===== config.mk =====
export PLATFORM = sky130hd
export DESIGN_NAME = meas_extend_seq
export DESIGN_NICKNAME = d
export VERILOG_FILES = /design/src/rtl/mx_pkg.sv /design/src/rtl/mx_check.sv /design/src/rtl/mx_header.sv /design/src/rtl/meas_extend_seq.sv
export SDC_FILE = /design/constraint.sdc
export NUM_CORES = 1
export LEC_CHECK = 0
export BUFFER_PORTS_ARGS = -buffer_cell sky130_fd_sc_hd__buf_2
export CAP_MARGIN = 0
export CORE_AREA = 2 2 597 599
export DETAILED_ROUTE_END_ITERATION = 8
export DIE_AREA = 0 0 599 601
export PLACE_DENSITY = 0.37
export SLEW_MARGIN = 20
export SYNTH_ARGS = -nofsm -noshare
export SYNTH_HDL_FRONTEND = slang
export SYNTH_SLANG_ARGS = --single-unit

===== constraint.sdc =====
create_clock -name clk -period 5.63 [get_ports clk]
set_clock_uncertainty 0.2 [all_clocks]
set_input_delay 0.2815 -clock clk [delete_from_list [all_inputs] [get_ports clk]]
set_output_delay 0.2815 -clock clk [all_outputs]
set_load 0.005 [all_outputs]

===== src/rtl/mx_pkg.sv =====
package mx_pkg;
    typedef enum logic [1:0] {
        FLT_NONE = 2'b00,
        FLT_GP   = 2'b01,
        FLT_PF   = 2'b10
    } flt_e;

    typedef enum logic [2:0] {
        ST_IDLE,
        ST_CHECK,
        ST_HDR,
        ST_LOAD,
        ST_SEND
    } st_e;

    localparam int          TAG_W   = 64;
    localparam logic [63:0] HDR_TAG = 64'h00444E4554584545;

    localparam int         PT_W        = 3;
    localparam logic [2:0] PT_CTL      = 3'd0;
    localparam logic [2:0] PT_THREAD   = 3'd1;
    localparam logic [2:0] PT_REGULAR  = 3'd2;
    localparam logic [2:0] PT_VERSION  = 3'd3;
    localparam logic [2:0] PT_TRIMMED  = 3'd4;
    localparam logic [2:0] PT_SSTK_1ST = 3'd5;
    localparam logic [2:0] PT_SSTK_NXT = 3'd6;
endpackage


===== src/rtl/mx_check.sv =====
module mx_check
    import mx_pkg::*;
#(
    parameter int ADDR_W    = 64,
    parameter int PAGE_LSB  = 12,
    parameter int CHUNK_LSB = 8
) (
    input  logic [1:0]      cpl,
    input  logic [ADDR_W-1:0] ctl_addr,
    input  logic [ADDR_W-1:0] chunk_addr,
    input  logic            ctl_present,
    input  logic            chunk_present,
    input  logic            table_busy,
    input  logic            page_valid,
    input  logic [PT_W-1:0] page_type,
    input  logic [ADDR_W-1:0] page_owner,
    input  logic            meas_busy,
    input  logic            inited,
    output flt_e            code,
    output logic            pf_on_ctl
);
    logic type_ok;

    always_comb begin
        type_ok = (page_type == PT_THREAD)   || (page_type == PT_REGULAR) ||
                  (page_type == PT_SSTK_1ST) || (page_type == PT_SSTK_NXT);
    end

    always_comb begin
        code      = FLT_NONE;
        pf_on_ctl = 1'b0;
        if (cpl != 2'd0)                              code = FLT_GP;
        else if (ctl_addr[PAGE_LSB-1:0] != '0)        code = FLT_GP;
        else if (!ctl_present) begin
            code      = FLT_PF;
            pf_on_ctl = 1'b1;
        end
        else if (chunk_addr[CHUNK_LSB-1:0] != '0)     code = FLT_GP;
        else if (!chunk_present)                      code = FLT_PF;
        else if (table_busy)                          code = FLT_GP;
        else if (!page_valid)                         code = FLT_PF;
        else if (!type_ok)                            code = FLT_PF;
        else if (page_owner != ctl_addr)              code = FLT_GP;
        else if (meas_busy || inited)                 code = FLT_GP;
    end
endmodule


===== src/rtl/mx_header.sv =====
module mx_header
    import mx_pkg::*;
#(
    parameter int ADDR_W   = 64,
    parameter int BLK_W    = 512,
    parameter int PAGE_LSB = 12
) (
    input  logic [ADDR_W-1:0] page_lin,
    input  logic [ADDR_W-1:0] base,
    input  logic [ADDR_W-1:0] chunk_addr,
    output logic [BLK_W-1:0]  blk
);
    logic [ADDR_W-1:0] offset;

    always_comb begin
        offset = page_lin - base +
                 {{(ADDR_W-PAGE_LSB){1'b0}}, chunk_addr[PAGE_LSB-1:0]};
        blk                    = '0;
        blk[TAG_W-1:0]         = HDR_TAG;
        blk[TAG_W +: ADDR_W]   = offset;
    end
endmodule


===== src/rtl/meas_extend_seq.sv =====
module meas_extend_seq
    import mx_pkg::*;
#(
    parameter int ADDR_W    = 64,
    parameter int BLK_W     = 512,
    parameter int NBLK      = 4,
    parameter int CNT_W     = 32,
    parameter int PAGE_LSB  = 12,
    parameter int CHUNK_LSB = 8
) (
    input  logic              clk,
    input  logic              rst_n,
    input  logic              req_valid,
    input  logic [ADDR_W-1:0] req_ctl_addr,
    input  logic [ADDR_W-1:0] req_chunk_addr,
    input  logic [1:0]        req_cpl,
    output logic              req_ready,
    input  logic              ctl_in_cache,
    input  logic              chunk_in_cache,
    input  logic              tbl_busy,
    input  logic              meas_busy,
    input  logic              enc_inited,
    input  logic [ADDR_W-1:0] enc_base,
    output logic [ADDR_W-1:0] attr_addr,
    input  logic              attr_valid,
    input  logic [2:0]        attr_type,
    input  logic [ADDR_W-1:0] attr_owner,
    input  logic [ADDR_W-1:0] attr_lin,
    output logic [$clog2(NBLK)-1:0] rd_idx,
    input  logic [BLK_W-1:0]  rd_data,
    output logic              hb_valid,
    input  logic              hb_ready,
    output logic [BLK_W-1:0]  hb_data,
    output logic              done,
    output logic [1:0]        fault,
    output logic [ADDR_W-1:0] fault_addr,
    output logic [CNT_W-1:0]  upd_cnt
);
    localparam int IDX_W = $clog2(NBLK);
    localparam logic [IDX_W-1:0] LAST_IDX = IDX_W'(NBLK - 1);

    typedef struct packed {
        st_e               st;
        logic [ADDR_W-1:0] ctl;
        logic [ADDR_W-1:0] chunk;
        logic [1:0]        cpl;
        logic [IDX_W-1:0]  idx;
        logic [BLK_W-1:0]  blk;
        logic [CNT_W-1:0]  cnt;
        logic              done;
        flt_e              fault;
        logic [ADDR_W-1:0] faddr;
    } regs_t;

    regs_t r_q, r_d;
    flt_e chk_code;
    logic chk_pf_ctl;
    logic [BLK_W-1:0] hdr_blk;

    mx_check #(
        .ADDR_W(ADDR_W), .PAGE_LSB(PAGE_LSB), .CHUNK_LSB(CHUNK_LSB)
    ) u_check (
        .cpl(r_q.cpl), .ctl_addr(r_q.ctl), .chunk_addr(r_q.chunk),
        .ctl_present(ctl_in_cache), .chunk_present(chunk_in_cache),
        .table_busy(tbl_busy), .page_valid(attr_valid),
        .page_type(attr_type), .page_owner(attr_owner),
        .meas_busy(meas_busy), .inited(enc_inited),
        .code(chk_code), .pf_on_ctl(chk_pf_ctl)
    );

    mx_header #(
        .ADDR_W(ADDR_W), .BLK_W(BLK_W), .PAGE_LSB(PAGE_LSB)
    ) u_header (
        .page_lin(attr_lin), .base(enc_base), .chunk_addr(r_q.chunk),
        .blk(hdr_blk)
    );

    always_comb begin
        r_d      = r_q;
        r_d.done = 1'b0;
        unique case (r_q.st)
            ST_IDLE: begin
                if (req_valid) begin
                    r_d.st    = ST_CHECK;
                    r_d.ctl   = req_ctl_addr;
                    r_d.chunk = req_chunk_addr;
                    r_d.cpl   = req_cpl;
                    r_d.fault = FLT_NONE;
                    r_d.faddr = '0;
                end
            end
            ST_CHECK: begin
                if (chk_code != FLT_NONE) begin
                    r_d.st    = ST_IDLE;
                    r_d.done  = 1'b1;
                    r_d.fault = chk_code;
                    if (chk_code == FLT_PF)
                        r_d.faddr = chk_pf_ctl ? r_q.ctl : r_q.chunk;
                end else begin
                    r_d.st  = ST_HDR;
                    r_d.blk = hdr_blk;
                end
            end
            ST_HDR: begin
                if (hb_ready) begin
                    r_d.cnt = r_q.cnt + CNT_W'(1);
                    r_d.idx = '0;
                    r_d.st  = ST_LOAD;
                end
            end
            ST_LOAD: begin
                r_d.blk = rd_data;
                r_d.st  = ST_SEND;
            end
            ST_SEND: begin
                if (hb_ready) begin
                    if (r_q.idx == LAST_IDX) begin
                        r_d.cnt  = r_q.cnt + CNT_W'(NBLK);
                        r_d.done = 1'b1;
                        r_d.st   = ST_IDLE;
                    end else begin
                        r_d.idx = r_q.idx + IDX_W'(1);
                        r_d.st  = ST_LOAD;
                    end
                end
            end
            default: r_d.st = ST_IDLE;
        endcase
    end

    always_ff @(posedge clk or negedge rst_n) begin
        if (!rst_n) begin
            r_q       <= '0;
            r_q.st    <= ST_IDLE;
            r_q.fault <= FLT_NONE;
        end else begin
            r_q <= r_d;
        end
    end

    assign req_ready  = (r_q.st == ST_IDLE);
    assign hb_valid   = (r_q.st == ST_HDR) || (r_q.st == ST_SEND);
    assign hb_data    = r_q.blk;
    assign attr_addr  = r_q.chunk;
    assign rd_idx     = r_q.idx;
    assign done       = r_q.done;
    assign fault      = r_q.fault;
    assign fault_addr = r_q.faddr;
    assign upd_cnt    = r_q.cnt;
endmodule


-- Yosys cells after proc, flatten, opt, wreduce, memory -nomap -nowiden
Cells that the tools add are included.
Widths: inputs -> output; s select.
- output and inout port bits: 679
- logic and storage cells: 89
- flip-flop bits (word level): 746
- input bits: 847
- multiplexer cells: 35
- add/subtract/negate cells: 5
- equality and inequality tests: 19
- reduce and logical (&&, ||, !) cells: 20
- operators by type and width (cell ; number):
    $pmux 512 s2 ; 1
    $mux 512 ; 1
    $mux 133 ; 1
    $pmux 66 s2 ; 1
    $mux 64 ; 2
    $mux 67 ; 1
    $mux 33 ; 2
    $mux 66 ; 1
    $add 64x12->64 ; 1
    $ne 64x64->1 ; 1
    $pmux 32 s2 ; 1
    $sub 64x64->64 ; 1
    $add 32x1->32 const B ; 1
    $add 32x3->32 const B ; 1
    $mux 32 ; 1
    $mux 2 ; 14
    $ne 2x2->1 const B ; 8
    $pmux 3 s5 ; 1
    $reduce_and 4->1 ; 3
    $reduce_bool 12->1 ; 1
    $reduce_bool 2->1 ; 5
    $eq 3x2->1 const B ; 3
    $eq 3x3->1 const B ; 3
    $reduce_bool 8->1 ; 1
    11 further kinds ; 23

-- Depth between registers and ports, before layout
Gate-level depths: netlist (run 1).
- depth in word-level cells: 16
- depth in mapped cells: 15
- gate-level depth less buffers: 15

-- Modules after synthesis
Synthesis (run 1) repeated with hierarchy kept, for this count alone.
- cells, all modules: 4927
- area, all modules: 47859.7 sq um
- by module, submodules not included (module ; area each (sq um) ; cells an instance ; times used ; sequential area each (sq um)):
    meas_extend_seq ; 38627.0 ; 3677 ; 1 ; 18667.9
    mx_header ; 8370.5 ; 1141 ; 1 ; 0.0
    mx_check ; 862.1 ; 109 ; 1 ; 0.0

-- Worst setup path before layout (run 1)
No wires, ideal clock.
- kind: register to register
- from: register r_q, in the netlist attr_addr[6]
- to: register r_q, in the netlist hb_data[121]
- buffers on the path: 0
- setup time: 0.120 ns
- cell stages (with the launch flop): 14
- clock period less this slack: 3.693 ns
- data required time: 5.310 ns
- setup slack: 1.937 ns
- arrival time: 3.374 ns
- path through: dfrtp_1 -> inv_1 -> fa_1 -> inv_1 -> ha_1 -> a2111oi_0 -> o21ai_0 -> nand4_1 -> a21oi_1 -> o21ai_0 -> o21ai_0 -> a211o_1 -> or4_1 -> and3_1
- cells in the longest elaborated chain, start to end: 8
- elaborated cells between the ends (all ways): 11
- classes of those cells: add/sub (1); eq/ne (1); mux (6); reduce/logical (3)
- RTL lines (what ; line ; source):
    from (decl) ; meas_extend_seq.sv:55 ; regs_t r_q, r_d;
    from (signal assigned) ; meas_extend_seq.sv:137 ; r_q <= r_d;
    branches (longest 8 deep; another with $add 64x12->64) ; -- ;
Parallel ways; which one is timed is not known. The select of a mux whose other input is x is not followed.
A chain may end at the register's enable or synchronous reset.

-- Worst setup path after layout (run 1)
- from: register r_q[614] in the netlist's numbering
- to: register r_q, in the netlist hb_data[124]
- cells in the longest elaborated chain, start to end: 5
- RTL lines (what ; line ; source):
    $reduce_bool 2->1 ; mx_check.sv:32 ; if (cpl != 2'd0) code = FLT_GP;
    $mux 2 ; mx_check.sv:32 ;
    $reduce_bool 2->1 ; meas_extend_seq.sv:93 ; if (chk_code != FLT_NONE) begin
    $ne 2x2->1 (no line) ; -- ;
    $reduce_and 2->1 (no line) ; -- ;
Every way passes these cells.

==> impl_metrics.csv, run 1 <==
group,metric,value,unit
clock_network,cts-buffers-inserted,111,
die,die_area,360000,um2
drt,avgViaCountPerCell,3.618,
drt,drcViolationCount,0,
critical_path,required,6.13,ns
final_layout,area_delta_synth_final,52.55,%
synth,yosysUniqueCellTypes,65,
placement,place.gp.congestion,0.9872,
synth,synth-edff-count,0,
die,start_util,0.1157,
final_layout,stdcell_area,62470,um2
sta,period_needed,5.345,ns
final_layout,fin_util,0.1765,
sta,max_freq,0.1871,GHz
clock_network,post_cts_buffers,0,
synth,yosys_warnings,0,
synth,syn-cell-area,40950,um2
synth,synth_top_area_share,0.4559,
global_route,grt-ovfl-total,0,
placement,placed_area,49120,um2
drt,vias,41121,
power,cellPowerDensity,419.7,nW/um2
synth,async_flop_share,1.000,
sta,slew_headroom,0.2564,
critical_path,critical_path_arrival,5.85,ns
synth,synthFlopType,"dfrtp_1",
drt,routedWlPerCell,25.49,um
synth,synth_nets,5767,
sta,rsz0062_at_grt,"no",
critical_path,cpMaxStageDelayCell,"or4_1",
critical_path,cp-end-kind,"flip-flop",
critical_path,critPathLaunchType,"flip-flop",
synth,synth.largest_area_cell,"dfrtp_1",
synth,ys_seq_area_frac,0.4559,
die,fp.coreArea,354000,um2
synth,ys_ff_latch,746,
drt,drtPass1Iterations,6,
critical_path,worstPathMaxFanout,44,
clock_network,clk_pin_slew_worst_paths,0.06,ns
clock_network,clock_latency,0.86,ns
synth,avgSynthCellArea,8.549,um2
global_route,grtUsageTotal,0.1554,
drt,drt-initial-drc-count,2846,
power,irDropWorstVdd,0.2450,mV
run,maxCapViolCount,0,
final_layout,fillers,40313,
clock_network,cts_tree,"done",
sta,report.final.slew_viol_count,0,
sta,hold_violations,0,
critical_path,path_cells,"nor4_1 -> nand4_1 -> nor3_1 -> nand4_1 -> or4_1 -> or3_4 -> or4_1 -> o211ai_1 -> dlygate4sd3_1 -> nor3_1 -> dlygate4sd3_1",
die,fp.dieW,599,um
power,p_leak,28.79,nW
sta,max_slew.worst_pin.slew,1.115,ns
synth,synth_area_leaders,"dfrtp_1 46%, buf_4 12%, nand2_1 12%",
die,die_y,601,um
critical_path,path_class,"flip-flop to flip-flop",
die,num_rows,219,
synth,syn_inst,4790,
critical_path,critPathMaxStageDelay,0.69,ns
global_route,antenna_found_initial,147,
sta,finalSetupTns,0,ns
drt,drtAntennaViolNets,0,
clock_network,cts_buffer_depth,4,
sta,setup_violations,0,
clock_network,htreeDepth,3,
final_layout,drive_gt1_frac,0.2704,
global_route,grt_pass1_wl,383.9,mm
placement,hpwl,237.4,mm
die,num_io_pins,1526,
drt,routed_wl,289.7,mm
final_layout,seq_area,18670,um2
sta,finalCritPeriodShare,0.9493,
final_layout,fin_nets,7464,
global_route,grt_pass1_vias,42525,
min_path,hp-class,"primary input to asynchronous set/reset pin",
global_route,grt_max_degree,170,
placement,io_buffers,1524,
clock_network,clock-sinks,746,
final_layout,multiInputGateArea,15730,um2
run_status,run_status,"complete, no violations",
clock_network,clockRootBuffer,"clkbuf_16",
sta,worst_hold_slack,0.07312,ns
## routing by layer
metal | share of wire | global-route usage | wire length [um] | up-vias
li1 | - | - | - | 18599
met1 | 0.37 | 0.1667 | 106900 | 20355
met4 | 0.038 | 0.04903 | 11010 | 40
met3 | 0.059 | 0.03529 | 17150 | 496
met2 | 0.53 | 0.2965 | 154400 | 1631
met5 | 0.00088 | 0 | 256 | -
## metrics by stage
| stage | power, mW | setup WS (ns) | instances |
|---|---|---|---|
| after detailed placement | 18.49 | 0.7132 | 10176 |
| after global placement | 18.41 | 0.7076 | 10176 |
| after global routing | 27.95 | 0.001060 | 11345 |
| after floorplan | 14.69 | 1.937 | 4790 |
| final | 26.22 | 0.2853 | 11366 |
| after CTS | 26.94 | 0.1455 | 11326 |
## cell usage after synthesis (all sizes together), types with 6 or more instances
cell,instances
o21bai,14
xnor2,78
o21a,10
mux2i,61
nand4,35
nor2b,15
fa,12
nor3,25
dfrtp,746
o211ai,10
and2,11
a21o,36
ha,118
o31ai,10
nor4,11
xor2,37
a2111oi,6
buf,702
nor2,102
clkbuf,235
o21ai,587
a211oi,14
o221ai,6
nand2,1340
or3,7
and3,42
nand3,91
a31oi,13
inv,141
or4,8
a22o,6
o22ai,32
and4,12
nand2b,15
a21oi,141
o221a,7
## worst max-delay path: cells and delay by family (launching register included)
family,cells,cell delay [ns]
buf+inv,2,1.15
simple gates,8,3.29
compound gates,1,0.11
flops,1,0.37
## registers in the layout, summed over array words and instances, names as in the netlist
signal and flops:
fault 2, upd_cnt 32, hb_data 512, fault_addr 64, rd_idx 2, done 1
r_q 69, attr_addr 64
## power breakdown
group          total [mW]  internal, mW  switching [mW]
registers            9.30          7.55            1.74
logic                9.56          3.76            5.80
clock network        7.36          4.35            3.02
## cell usage in the layout (no fill, tap or decap), drive strengths merged, types with 12 or more instances in the layout
master / count
a211oi: 14
a21o: 36
a21oi: 141
a31oi: 13
and3: 42
and4: 12
buf: 1573
clkbuf: 154
clkinv: 27
dfrtp: 746
diode: 40
dlygate4sd3: 948
fa: 12
ha: 118
inv: 145
mux2i: 61
nand2: 1340
nand2b: 15
nand3: 91
nand4: 35
nor2: 102
nor2b: 15
nor3: 25
o21ai: 587
o21bai: 14
o22ai: 32
xnor2: 78
xor2: 37
## final timing paths
kind	from	endpoint	slack [ns]	cells past startpoint
max in group asynchronous	rst_n	hb_data[137]	4.15	3
worst min-delay path	rst_n	upd_cnt[9]	0.07	3
worst max-delay path	r_q[614]	hb_data[124]	0.29	11
worst min register to register	r_q[614]	r_q[614]	0.28	2
min in group clk	rd_data[296]	hb_data[296]	0.08	4
worst max register to register	r_q[614]	hb_data[124]	0.29	11
## timing repair
item,CTS,global route
endpoints found under the hold margin,1323,0
resized for setup,0,1
hold buffers,949,0
setup endpoints to repair,0,2
## logic make-up (layout without fill, tap and decap cells)
logic type                 Yosys count  after routing  synth area share
AOI/OAI and AO/OA                  930            930            0.1272
xor gates and xnor gates           115            115           0.02460
adders and majority gates          130            130           0.04192
buffers and inverters             1078           2863            0.1612
DFF                                746            746            0.4559
muxes                               62             62           0.01519
other                                0             40                 0
and+or+nand+nor                   1729           1729            0.1741
## area by class of cell
class / count / area share
clock buffers: 154 / 0.05091
multi-input cells: 2966 / 0.2518
clock inverters: 47 / 0.008833
well taps: 4751 / 0.09516
repair buffers: 2521 / 0.2844
diodes: 40 / 0.001602
flip-flops and latches: 746 / 0.2988
inverters: 141 / 0.008472
(Power assumes the default switching activity.)
==> run 2: changes to the inputs <==
--- a/config.mk
+++ b/config.mk
@@ -10,7 +10,7 @@
 export CORE_AREA = 2 2 597 599
 export DETAILED_ROUTE_END_ITERATION = 8
 export DIE_AREA = 0 0 599 601
-export PLACE_DENSITY = 0.37
+export PLACE_DENSITY = 0.31
 export SLEW_MARGIN = 20
 export SYNTH_ARGS = -nofsm -noshare
 export SYNTH_HDL_FRONTEND = slang
==> run 2 against run 1 <==
  * Sequential cell count did not move
  * Sequential power down 0.8%
  * Global-route usage fell by 0.48 points
  * Non-clock buffer count is 61 higher
  * Core utilization grew 0.20 points
  * Final cell count rose by 0.76%
  * Sequential share of layout area down 0.34 points
  * Wire length down 2.9%
  * Clock-buffer cell count increased by 1
  * Critical path type unchanged
  * Largest cell class unchanged
==> impl_metrics.csv, run 2 (synthesized netlist as in run 1, its figures left out) <==
group,metric,value,unit
clock_network,clock_latency,0.86,ns
global_route,grt-ovfl-total,0,
drt,routedWlPerCell,24.56,um
drt,vias,41040,
power,p_int,15.68,mW
drt,drtAntennaViolNets,0,
final_layout,fin_nets,7524,
placement,place_ws,0.7732,ns
critical_path,path_class,"flip-flop to flip-flop",
final_layout,fillers,40381,
power,pwr-share-seq,0.355,
critical_path,critical_path_arrival,5.78,ns
critical_path,timing.rr.start,"r_q[680]",
die,num_io_pins,1526,
power,cellPowerDensity,412.0,nW/um2
critical_path,ff2ff_setup_slack,0.31,ns
sta,period_needed,5.316,ns
clock_network,cts_buffer_depth,4,
final_layout,layout_commonest_cell,"buf_2",
sta,hold_violations,0,
sta,rsz0062_at_grt,"no",
die,fp.coreArea,354000,um2
sta,max_freq,0.1881,GHz
run_status,run_status,"complete, no violations",
sta,report.final.slew_viol_count,0,
power,swShare,0.3977,
critical_path,worstPathMaxFanout,30,
placement,place.gp.congestion,0.9382,
drt,drtPass1Iterations,5,
clock_network,cts-buffers-inserted,110,
sta,finalSetupTns,0,ns
die,num_rows,219,
global_route,grt_max_degree,160,
die,die_area,360000,um2
power,p_leak,29.06,nW
sta,worst_slack,0.3141,ns
sta,setup_violations,0,
critical_path,required,6.10,ns
critical_path,reg2reg_depth,13,
critical_path,critPathLaunchType,"flip-flop",
global_route,antenna_found_initial,193,
clock_network,htreeDepth,3,
sta,max_slew.worst_pin.slew,1.043,ns
clock_network,clock-sinks,746,
final_layout,final_cell_mix,"1523 x buf_2, 1339 x nand2_1, 997 x dlygate4sd3_1",
drt,drt-initial-drc-count,2765,
die,die_y,601,um
final_layout,area_delta_synth_final,54.29,%
drt,routed_wl,281.3,mm
global_route,grt_pass1_vias,42451,
final_layout,drive_gt1_frac,0.2698,
power,combPwrFrac,0.364,
placement,io_buffers,1524,
drt,drcViolationCount,0,
final_layout,largest_reg_flops,512,
sta,finalCritPeriodShare,0.9442,
power,clock_power_share,0.281,
clock_network,clk_pin_slew_worst_paths,0.06,ns
clock_network,cts_tree,"done",
power,switchingPower,10.35,mW
min_path,hp-class,"primary input to asynchronous set/reset pin",
power,irDropWorstVdd,0.2679,mV
clock_network,clockRootBuffer,"clkbuf_16",
run,maxCapViolCount,0,
critical_path,cp-end-kind,"flip-flop",
critical_path,r2r-end,"hb_data[124]",
global_route,grtUsageTotal,0.1505,
sta,slew_headroom,0.3048,
placement,hpwl,229.6,mm
die,start_util,0.1157,
die,fp.dieW,599,um
global_route,grt_pass1_wl,374.2,mm
drt,avgViaCountPerCell,3.584,
==> run 2: cell types whose count changed in the layout (fill, tap and decap cells not counted), moves of 2 or more <==
cell / previous run / this run
clkinv_2: 23 / 19
clkbuf_8: 22 / 27
clkbuf_1: 20 / 18
clkinvlp_4: 7 / 4
inv_6: 2 / 5
diode_2: 40 / 69
buf_12: 20 / 27
dlygate4sd3_1: 948 / 997
clkbuf_16: 112 / 110
buf_4: 28 / 33
==> run 2: layout make-up <==
class	instances	area (um2)	area share
clock inverter	42	513.0	0.008119
tap	4751	5944	0.09408
sequential	746	18670	0.2955
clock buffer	155	3192	0.05052
timing repair buffer	2582	18430	0.2917
multi-input combinational	2966	15730	0.2490
inverter	141	529.3	0.008376
antenna	69	172.7	0.002733
==> run 2: repair_timing <==
item / in CTS / in global routing
endpoints found under the hold margin: 979 / 0
endpoints found under the setup margin: 0 / 2
resized for setup: 0 / 2
buffers inserted: 0 / 0
hold buffers: 998 / 0
==> run 2: how the worst max path moves through the flow <==
stage	startpoint	endpoint	depth (start not counted)
floorplan	attr_addr[6]	hb_data[121]	13
global route	attr_addr[1]	hb_data[118]	13
finish	r_q[680]	hb_data[124]	13
global placement	attr_lin[6]	hb_data[121]	15
CTS	r_q[680]	hb_data[124]	13
detailed placement	attr_lin[6]	hb_data[121]	15
==> run 2: power groups by stage <==
stage	sequential, mW	combinational, mW	clock [mW]
4_1_cts	9.27	9.84	7.62
2_1_floorplan	8.58	6.11	0
3_3_place_gp	9.30	8.95	0
6_report	9.23	9.49	7.31
5_1_grt	9.51	10.5	7.79
3_5_place_dp	9.35	8.97	0
==> run 2: critical path: stages, from the launching register on <==
cell,delay (ns)
dfrtp_1,0.55
nor4_2,0.38
buf_4,0.20
nand4_1,0.12
buf_4,0.19
nor3_1,0.18
nand4_1,0.16
or4_1,0.67
or3_4,0.61
or4_1,0.50
o211ai_1,0.10
dlygate4sd3_1,0.57
nor3_1,0.04
dlygate4sd3_1,0.57
==> run 2: through the flow <==
| step | area [um2] | util | power [mW] | cells | hold slack, ns |
|---|---|---|---|---|---|
| after floorplan | 40950 | - | 14.69 | 4790 | -0.2141 |
| after global placement | 49290 | 0.1392 | 18.24 | 10188 | 0.2005 |
| after detailed placement | 49290 | 0.1392 | 18.32 | 10188 | 0.2019 |
| after CTS | 63010 | 0.1780 | 26.73 | 11383 | 0.0002744 |
| after global routing | 63100 | 0.1782 | 27.77 | 11418 | 0.03328 |
| final | 63180 | 0.1785 | 26.03 | 11452 | 0.04350 |
==> run 2: metal layers <==
metal | up-vias | routed length (um) | GRT usage | share of wire
met2 | 1505 | 148400 | 0.2853 | 0.53
met4 | 66 | 11580 | 0.05037 | 0.041
met1 | 20217 | 103000 | 0.1599 | 0.37
met5 | - | 437 | 0 | 0.0016
met3 | 523 | 17810 | 0.03759 | 0.063
li1 | 18729 | - | - | -
